===== src/rtl/psc_pkg.sv =====
package psc_pkg;
  localparam int ADDR_W = 12;
  localparam int IDX_W  = 6;

  typedef enum logic [5:0] {
    MS_OFF     = 6'd0,
    MS_SYNCRST = 6'd1,
    MS_GATED   = 6'd2,
    MS_RUN     = 6'd3
  } mod_state_e;

  typedef enum logic [1:0] {
    DE_IDLE,
    DE_WAIT_PG,
    DE_COUNT
  } dom_eng_e;

  localparam logic [ADDR_W-1:0] A_PWRREQ = 12'h070;
  localparam logic [ADDR_W-1:0] A_GO     = 12'h120;
  localparam logic [ADDR_W-1:0] A_BUSY   = 12'h128;
  localparam logic [3:0] PG_DSTAT = 4'h2;
  localparam logic [3:0] PG_DCTL  = 4'h3;
  localparam logic [3:0] PG_MSTAT = 4'h8;
  localparam logic [3:0] PG_MCTL  = 4'hA;

  localparam int B_LRST  = 8;
  localparam int B_FORCE = 31;
  localparam int B_CLKON = 12;
  localparam int B_NEXT  = 0;
  localparam int B_PGOOD = 8;
endpackage


===== src/rtl/psc_dom_engine.sv =====
module psc_dom_engine
  import psc_pkg::*;
#(
  parameter int LAT = 4
) (
  input  logic clk,
  input  logic rst_n,
  input  logic go,
  input  logic next_on,
  input  logic pg_ok,
  output logic busy,
  output logic pwr_req,
  output logic dom_on,
  output logic pg_take,
  output logic apply
);
  localparam int CW = $clog2(LAT + 1);

  dom_eng_e      st;
  logic [CW-1:0] cnt;

  always_ff @(posedge clk or negedge rst_n) begin
    if (!rst_n) begin
      st     <= DE_IDLE;
      cnt    <= '0;
      dom_on <= 1'b0;
    end else begin
      case (st)
        DE_IDLE: if (go) begin
          if (!dom_on && next_on) begin
            st <= DE_WAIT_PG;
          end else begin
            st  <= DE_COUNT;
            cnt <= CW'(LAT - 1);
          end
        end
        DE_WAIT_PG: if (pg_ok) begin
          st     <= DE_COUNT;
          cnt    <= CW'(LAT - 1);
          dom_on <= 1'b1;
        end
        DE_COUNT: begin
          if (cnt == '0) begin
            st     <= DE_IDLE;
            dom_on <= next_on;
          end else begin
            cnt <= cnt - 1'b1;
          end
        end
        default: st <= DE_IDLE;
      endcase
    end
  end

  assign busy    = (st != DE_IDLE);
  assign pwr_req = (st == DE_WAIT_PG);
  assign pg_take = (st == DE_WAIT_PG) && pg_ok;
  assign apply   = (st == DE_COUNT) && (cnt == '0);
endmodule


===== src/rtl/psc_mod_unit.sv =====
module psc_mod_unit
  import psc_pkg::*;
(
  input  logic        clk,
  input  logic        rst_n,
  input  logic        ctl_we,
  input  logic [31:0] ctl_wd,
  input  logic        apply,
  output logic [31:0] ctl_rd,
  output logic [31:0] st_rd,
  output logic        clk_en,
  output logic        rst_out_n
);
  logic [5:0] req_st;
  logic [5:0] cur_st;
  logic       lrst_bit;
  logic       force_bit;

  always_ff @(posedge clk or negedge rst_n) begin
    if (!rst_n) begin
      req_st    <= MS_OFF;
      lrst_bit  <= 1'b1;
      force_bit <= 1'b0;
    end else if (ctl_we) begin
      req_st    <= ctl_wd[5:0];
      lrst_bit  <= ctl_wd[B_LRST];
      force_bit <= ctl_wd[B_FORCE];
    end
  end

  // The requested state moves into the live state only on the domain's apply pulse.
  always_ff @(posedge clk or negedge rst_n) begin
    if (!rst_n) cur_st <= MS_OFF;
    else if (apply) cur_st <= req_st;
  end

  assign clk_en    = (cur_st == MS_RUN);
  assign rst_out_n = lrst_bit && ((cur_st == MS_RUN) || (cur_st == MS_GATED));

  always_comb begin
    ctl_rd          = '0;
    ctl_rd[5:0]     = req_st;
    ctl_rd[B_LRST]  = lrst_bit;
    ctl_rd[B_FORCE] = force_bit;
    st_rd           = '0;
    st_rd[5:0]      = cur_st;
    st_rd[B_CLKON]  = clk_en;
  end
endmodule


===== src/rtl/pwr_sleep_ctrl.sv =====
module pwr_sleep_ctrl
  import psc_pkg::*;
#(
  parameter int N_MOD = 4,
  parameter int N_DOM = 2,
  parameter int LAT   = 4
) (
  input  logic              clk,
  input  logic              rst_n,
  input  logic              reg_en,
  input  logic              reg_wr,
  input  logic [11:0]       reg_addr,
  input  logic [31:0]       reg_wdata,
  output logic [31:0]       reg_rdata,
  output logic [N_MOD-1:0]  mod_clk_en,
  output logic [N_MOD-1:0]  mod_rst_n,
  output logic [N_DOM-1:0]  dom_pwr_req
);
  logic             wr_acc;
  logic             aligned;
  logic [3:0]       page;
  logic [IDX_W-1:0] idx;

  assign wr_acc  = reg_en && reg_wr;
  assign aligned = (reg_addr[1:0] == 2'b00);
  assign page    = reg_addr[11:8];
  assign idx     = reg_addr[7:2];

  logic [N_DOM-1:0] dom_busy, dom_on, dom_apply, dom_pg_take, dom_go;
  logic [N_DOM-1:0] dc_next, dc_good;
  logic [31:0]      mctl_rd [N_MOD];
  logic [31:0]      mst_rd  [N_MOD];

  for (genvar d = 0; d < N_DOM; d++) begin : g_dom
    logic dc_we;
    assign dc_we     = wr_acc && aligned && (page == PG_DCTL) && (idx == IDX_W'(d));
    assign dom_go[d] = wr_acc && (reg_addr == A_GO) && reg_wdata[d] && !dom_busy[d];

    always_ff @(posedge clk or negedge rst_n) begin
      if (!rst_n) begin
        dc_next[d] <= 1'b1;
        dc_good[d] <= 1'b0;
      end else if (dc_we) begin
        dc_next[d] <= reg_wdata[B_NEXT];
        dc_good[d] <= reg_wdata[B_PGOOD];
      end else if (dom_pg_take[d]) begin
        dc_good[d] <= 1'b0;
      end
    end

    psc_dom_engine #(.LAT(LAT)) u_eng (
      .clk     (clk),
      .rst_n   (rst_n),
      .go      (dom_go[d]),
      .next_on (dc_next[d]),
      .pg_ok   (dc_good[d]),
      .busy    (dom_busy[d]),
      .pwr_req (dom_pwr_req[d]),
      .dom_on  (dom_on[d]),
      .pg_take (dom_pg_take[d]),
      .apply   (dom_apply[d])
    );
  end

  for (genvar m = 0; m < N_MOD; m++) begin : g_mod
    logic mc_we;
    assign mc_we = wr_acc && aligned && (page == PG_MCTL) && (idx == IDX_W'(m));

    psc_mod_unit u_mod (
      .clk       (clk),
      .rst_n     (rst_n),
      .ctl_we    (mc_we),
      .ctl_wd    (reg_wdata),
      .apply     (dom_apply[m % N_DOM]),
      .ctl_rd    (mctl_rd[m]),
      .st_rd     (mst_rd[m]),
      .clk_en    (mod_clk_en[m]),
      .rst_out_n (mod_rst_n[m])
    );
  end

  logic [31:0] rd_next;
  always_comb begin
    rd_next = '0;
    if (aligned) begin
      if (reg_addr == A_PWRREQ) rd_next[N_DOM-1:0] = dom_pwr_req;
      if (reg_addr == A_BUSY)   rd_next[N_DOM-1:0] = dom_busy;
      for (int d = 0; d < N_DOM; d++) begin
        if (page == PG_DSTAT && idx == IDX_W'(d)) rd_next[0] = dom_on[d];
        if (page == PG_DCTL && idx == IDX_W'(d)) begin
          rd_next[B_NEXT]  = dc_next[d];
          rd_next[B_PGOOD] = dc_good[d];
        end
      end
      for (int m = 0; m < N_MOD; m++) begin
        if (page == PG_MSTAT && idx == IDX_W'(m)) rd_next = mst_rd[m];
        if (page == PG_MCTL  && idx == IDX_W'(m)) rd_next = mctl_rd[m];
      end
    end
  end

  always_ff @(posedge clk or negedge rst_n) begin
    if (!rst_n) reg_rdata <= '0;
    else if (reg_en && !reg_wr) reg_rdata <= rd_next;
  end
endmodule


===== config.mk =====
export PLATFORM = sky130hd
export DESIGN_NAME = pwr_sleep_ctrl
export DESIGN_NICKNAME = d
export VERILOG_FILES = /design/src/rtl/psc_pkg.sv /design/src/rtl/psc_dom_engine.sv /design/src/rtl/psc_mod_unit.sv /design/src/rtl/pwr_sleep_ctrl.sv
export SDC_FILE = /design/constraint.sdc
export NUM_CORES = 1
export LEC_CHECK = 0
export BUFFER_PORTS_ARGS = -buffer_cell sky130_fd_sc_hd__buf_2
export CAP_MARGIN = 20
export CORE_ASPECT_RATIO = 1.2
export CORE_MARGIN = 2
export CORE_UTILIZATION = 35
export CTS_BUF_LIST = sky130_fd_sc_hd__clkbuf_4 sky130_fd_sc_hd__clkbuf_8
export DETAILED_ROUTE_END_ITERATION = 8
export GPL_TIMING_DRIVEN = 1
export SKIP_LAST_GASP = 1
export SYNTH_ARGS = -nofsm -noshare
export SYNTH_HDL_FRONTEND = slang
export SYNTH_SLANG_ARGS = --single-unit

===== constraint.sdc =====
create_clock -name clk -period 2 [get_ports clk]
set_clock_uncertainty 0.05 [all_clocks]
set_input_delay 0.6 -clock clk [delete_from_list [all_inputs] [get_ports clk]]
set_output_delay 0.6 -clock clk [all_outputs]
set_load 0.03 [all_outputs]

-- Word level (Yosys, flattened, before mapping)
Cells that the tools add are included.
- add/subtract/negate cells: 2
- eq/ne operators: 32
- multiplexer cells: 47
- reductions and logical operators: 67
- operator list (operator ; number):
    $mux W32 ; 8
    $eq A6 B2 Y1 const B ; 10
    $logic_and A1 B1 Y1 ; 38
    $eq A12 B9 Y1 const B ; 2
    $mux W3 ; 8
    $mux W2 ; 10
    $pmux W3 S3 ; 2
    $mux W1 ; 14
    $mux W13 ; 1
    $eq A12 B7 Y1 const B ; 1
    $ne A2 B2 Y1 const B ; 6
    $pmux W2 S3 ; 2
    $reduce_and A3 Y1 ; 4
    $reduce_bool A2 Y1 ; 6
    $reduce_and A5 Y1 ; 2
    $eq A4 B2 Y1 const B ; 2
    $eq A4 B4 Y1 const B ; 2
    $ne A2 B1 Y1 const B ; 4
    $eq A6 B1 Y1 const B ; 1
    $logic_not A2 Y1 ; 3
    $logic_not A3 Y1 ; 2
    $logic_not A6 Y1 ; 1
    $reduce_bool A3 Y1 ; 2
    $sub A3 B1 Y3 const B ; 2
    other kinds (5) ; 15
- flip-flop bits (word level): 104
- bits of input ports: 48
- output and inout port bits: 42
- word-level logic and storage cells: 175

-- Logic depth before layout (Yosys ltp)
- depth after elaboration: 16
- gate-level depth with buffers: 8
- gate-level depth less buffers: 6

-- By module
From an unflattened synthesis, not the netlist that was laid out.
- cell total of the unflattened synthesis: 1022
- area total of the unflattened synthesis: 9142.5 µm²
- modules (own cells, without submodules) (module ; times used ; cells an instance ; area each (µm²) ; seq. area each (µm²)):
    pwr_sleep_ctrl ; 1 ; 581 ; 4160.2 ; 903.4
    psc_mod_unit ; 4 ; 87 ; 1007.2 ; 351.6
    psc_dom_engine at g_dom[0].u_eng ; 1 ; 47 ; 485.5 ; 150.1
    psc_dom_engine at g_dom[1].u_eng ; 1 ; 46 ; 467.9 ; 150.1

-- Worst setup path after synthesis
OpenSTA, ideal clock, no wires.
- path type: input port to flip-flop
- start: in reg_addr[5]
- end: reg reg_rdata[1]
- library setup time: 0.066 ns
- arrival time: 2.207 ns
- required time: 1.884 ns
- setup slack: -0.324 ns
- stages on the path: 8
- path buffers: 2
- cells stage by stage: or4_4 > buf_6 > or2_1 > buf_6 > o21ai_2 > nor3_1 > nor4_1 > a221o_1
- cells in the longest elaborated chain, start to end: 12
- elaborated cells on any way between the ends: 25
- classes of those cells: 5 x eq/ne; 11 x mux; 9 x reduce/logical
- RTL lines (what ; line ; RTL):
    from (decl) ; pwr_sleep_ctrl.sv:12 ; input logic [11:0] reg_addr,
    $eq A12 B7 Y1 ; pwr_sleep_ctrl.sv:86 ; if (reg_addr == A_PWRREQ) rd_next[N_DOM-1:0] = dom_pwr_req;
    $mux W2 ; pwr_sleep_ctrl.sv:86 ;
    $mux W2 ; pwr_sleep_ctrl.sv:87 ; if (reg_addr == A_BUSY) rd_next[N_DOM-1:0] = dom_busy;
    $mux W13 ; pwr_sleep_ctrl.sv:96 ; if (page == PG_MSTAT && idx == IDX_W'(m)) rd_next = mst_rd[m];
    $mux W32 ; pwr_sleep_ctrl.sv:97 ; if (page == PG_MCTL && idx == IDX_W'(m)) rd_next = mctl_rd[m];
    $mux W32 ; pwr_sleep_ctrl.sv:96 ;
    $mux W32 ; pwr_sleep_ctrl.sv:97 ;
    $mux W32 ; pwr_sleep_ctrl.sv:96 ;
    $mux W32 ; pwr_sleep_ctrl.sv:97 ;
    $mux W32 ; pwr_sleep_ctrl.sv:96 ;
    $mux W32 (*) ; pwr_sleep_ctrl.sv:97 ;
    $mux W32 (*) ; pwr_sleep_ctrl.sv:85 ; if (aligned) begin
    to (signal assigned) ; pwr_sleep_ctrl.sv:104 ; else if (reg_en && !reg_wr) reg_rdata <= rd_next;
    to (decl) ; pwr_sleep_ctrl.sv:14 ; output logic [31:0] reg_rdata,
Every way passes the cells marked *; elsewhere a longest branch is shown, timed or not.
A chain may end at the register's enable or synchronous reset.

-- Final worst setup path
- start: reg g_mod[0].u_mod.cur_st[4]
- end: out mod_clk_en[0]
- cells in the longest elaborated chain, start to end: 1
- RTL lines (what ; line ; RTL):
    from (decl) ; psc_mod_unit.sv:15 ; logic [5:0] cur_st;
    from (signal assigned) ; psc_mod_unit.sv:34 ; else if (apply) cur_st <= req_st;
    $eq A6 B2 Y1 ; psc_mod_unit.sv:37 ; assign clk_en = (cur_st == MS_RUN);
    to (decl) ; pwr_sleep_ctrl.sv:15 ; output logic [N_MOD-1:0] mod_clk_en,
No other way between the ends.

==> results.yml <==
power:
  leakage_nw: 2.77
  irDropWorstVdd_mv: 0.404
  powerDensity_mw_per_mm2: 550
worst_setup_path:
  end_kind: "output port"
  path_max_fanout: 2
  critPathLaunchType: "flop"
  path_class: "reg -> out"
  worstPathArrival_ns: 1.64
  crit_required_ns: 1.35
finish:
  layout_common_cells: "dfrtp_1 (75), buf_4 (70), mux2_2 (59)"
  final_common_cell: "dfrtp_1"
  stdcell_count: 684
  syn_to_final_growth_pct: 30.6
  fin_nets: 570
  utilization_pct: 47.2
  diodes: 0
  drive_gt1_share_pct: 48.2
cts:
  cts_tree: "built"
  clock_latency_ns: 0.38
  max-clock-path-buffers: 2
  cts_sinks: 81
  cts_hold_buf: 0
  htree_levels: 3
  cts-root-buf: "clkbuf_8"
  numCtsBuffers: 9
  path_clk_slew_ns: 0.08
route:
  vias: 3588
  drcViolationCount: 0
  first_iter_violations: 110
  drtPass1Iterations: 4
  wl_met1_um: 5260
  vias_per_cell: 5.25
  wl_met3_um: 516
  routed_wl_um: 12400
  wl_met2_um: 6370
  wl_per_cell_um: 18.1
  highest_layer: "met4"
  ant_nets: 0
global_routing:
  grt_antenna_before_repair: 0
  overflow: 0
  grt_pass1_wl_um: 19700
  grt_max_degree: 44
  grt_util_all_layers_pct: 19.1
  grt_pass1_vias: 3673
outcome:
  status: "finished with violations"
  violations: "setup timing"
synth:
  ys_warn_count: 0
  syn_inst: 417
  ys_ff_latch: 81
  ys_async_sr_fraction_pct: 100
  synth.distinct_cells: 54
  syn_avg_cell_area_um2: 10.6
  seq_area_frac_synth_pct: 46.0
  synth_ff_type: "dfrtp_1"
  synth_area_mm2: 0.00442
  synth_edf_count: 0
timing:
  post-route-period-util_pct: 114
  slew_viol_final: 0
  timing.final.crit_period_ns: 2.29
  rsz0062_at_grt: "yes"
  setup_viol: 13
  setup_slack_ns: -0.290
  hold_violations: 0
  clock.fmax_ghz: 0.437
die:
  std_cell_rows: 44
  initial_core_util_pct: 36.2
  coreArea_mm2: 0.0122
  die_area_mm2: 0.0135
  ios: 90
  die_y_um: 127
  die-width_um: 107
job:
  drv_cap: 0
placed_design:
  place_inst: 651
  gp_congestion: 0.931
  dp_hpwl_um: 9060
  port_buffers: 42
min_path:
  hold_class: "in -> async"
worst max-delay path, cell delays in order, from the launching register on:
cell and delay [ns]:
dfrtp_1 0.43, nor4_4 0.35, buf_4 0.17, and3_4 0.20, buf_6 0.13
what timing repair did:
item                                    CTS  global route
resized for setup                        42            33
endpoints found under the setup margin   31            42
pin swaps                                22            16
setup buffers                            13             7
sequential cells by signal (all words and copies together) (netlist names):
| name | flops |
|---|---|
| dc_good | 2 |
| dc_next | 2 |
| g_dom.u_eng.cnt | 6 |
| g_dom.u_eng.dom_on | 2 |
| g_dom.u_eng.st | 4 |
| g_mod.u_mod.cur_st | 24 |
| g_mod.u_mod.force_bit | 4 |
| g_mod.u_mod.lrst_bit | 4 |
| g_mod.u_mod.req_st | 24 |
| reg_rdata | 9 |
cells in the mapped netlist (6+ instances only):
library cell / count / area share, %
and3_1: 11 / 1.6
dfstp_2: 6 / 3.6
dfrtp_1: 75 / 42
a21oi_1: 12 / 1.4
mux2_2: 60 / 15
buf_4: 33 / 5.6
mux2i_1: 14 / 3.2
o21ai_0: 24 / 2.7
nand3_1: 6 / 0.68
nand2_1: 29 / 2.5
nand2b_1: 6 / 0.85
o22ai_1: 7 / 0.99
inv_1: 15 / 1.3
nor4_1: 7 / 0.99
nor3_1: 8 / 0.91
nor2_1: 18 / 1.5
clkbuf_1: 11 / 0.93
per-stage QoR:
step | setup TNS (ns) | setup slack (ns) | total power, W | cell area [um^2] | hold slack, ns
CTS | -2.12 | -0.297 | 0.00319 | 5580 | 0.0616
detailed placement | -19.47 | -0.522 | 0.00195 | 5110 | 0.441
floorplan | -5.08 | -0.307 | 0.00184 | 4570 | 0.254
global route | -2.96 | -0.348 | 0.00330 | 5770 | 0.0661
finish | -2.11 | -0.290 | 0.00317 | 5770 | 0.0609
global placement | -19.14 | -0.490 | 0.00195 | 5110 | 0.431
metal layers:
layer	vias to the layer above	global-route usage [%]
met5	-	0
met4	0	6.49
met3	20	2.86
met2	94	33.2
met1	1808	24.2
li1	1666	-
report_power, final:
part	internal [W]	leakage, nW	switching, W	total [W]
combinational	0.0000954	1.58	0.000200	0.000296
sequential	0.00164	1.10	0.00000189	0.00164
clock	0.000584	0.0921	0.000652	0.00124
total	0.00232	2.77	0.000854	0.00317
area by class of cell:
cell class              count  area, um^2
repair buffers            119         895
clock buffers               9         124
flip-flops and latches     81        2030
inverters                  15        56.3
fillers                  1156        6450
clock inverters             7        78.8
multi-input cells         292        2380
well taps                 161         201
kinds of logic (layout without fill, tap and decap cells):
logic type	after synthesis	in the layout	share of synthesized area, %
buffers and inverters	66	150	8.86
muxes	74	74	18.5
adders and majority gates	4	4	1.13
and+or+nand+nor	111	111	13.6
AOI/OAI and AO/OA	80	80	11.8
other	1	23	0.0849
DFF	81	81	46.0
final timing paths:
| check | slack (ns) | from | end | depth (start not counted) |
|---|---|---|---|---|
| max | -0.29 | g_mod[0].u_mod.cur_st[4] | mod_clk_en[0] | 4 |
| min | 0.06 | rst_n | g_mod[1].u_mod.req_st[2] | 1 |
| max reg2reg | 0.27 | g_mod[0].u_mod.cur_st[4] | reg_rdata[12] | 8 |
| min reg2reg | 0.46 | g_mod[0].u_mod.lrst_bit | g_mod[0].u_mod.lrst_bit | 2 |
| max in group asynchronous | 1.23 | rst_n | g_mod[3].u_mod.lrst_bit | 2 |
| min in group clk | 0.43 | reg_wdata[8] | g_mod[3].u_mod.lrst_bit | 2 |
No activity file was read; power rests on OpenSTA's default activity.
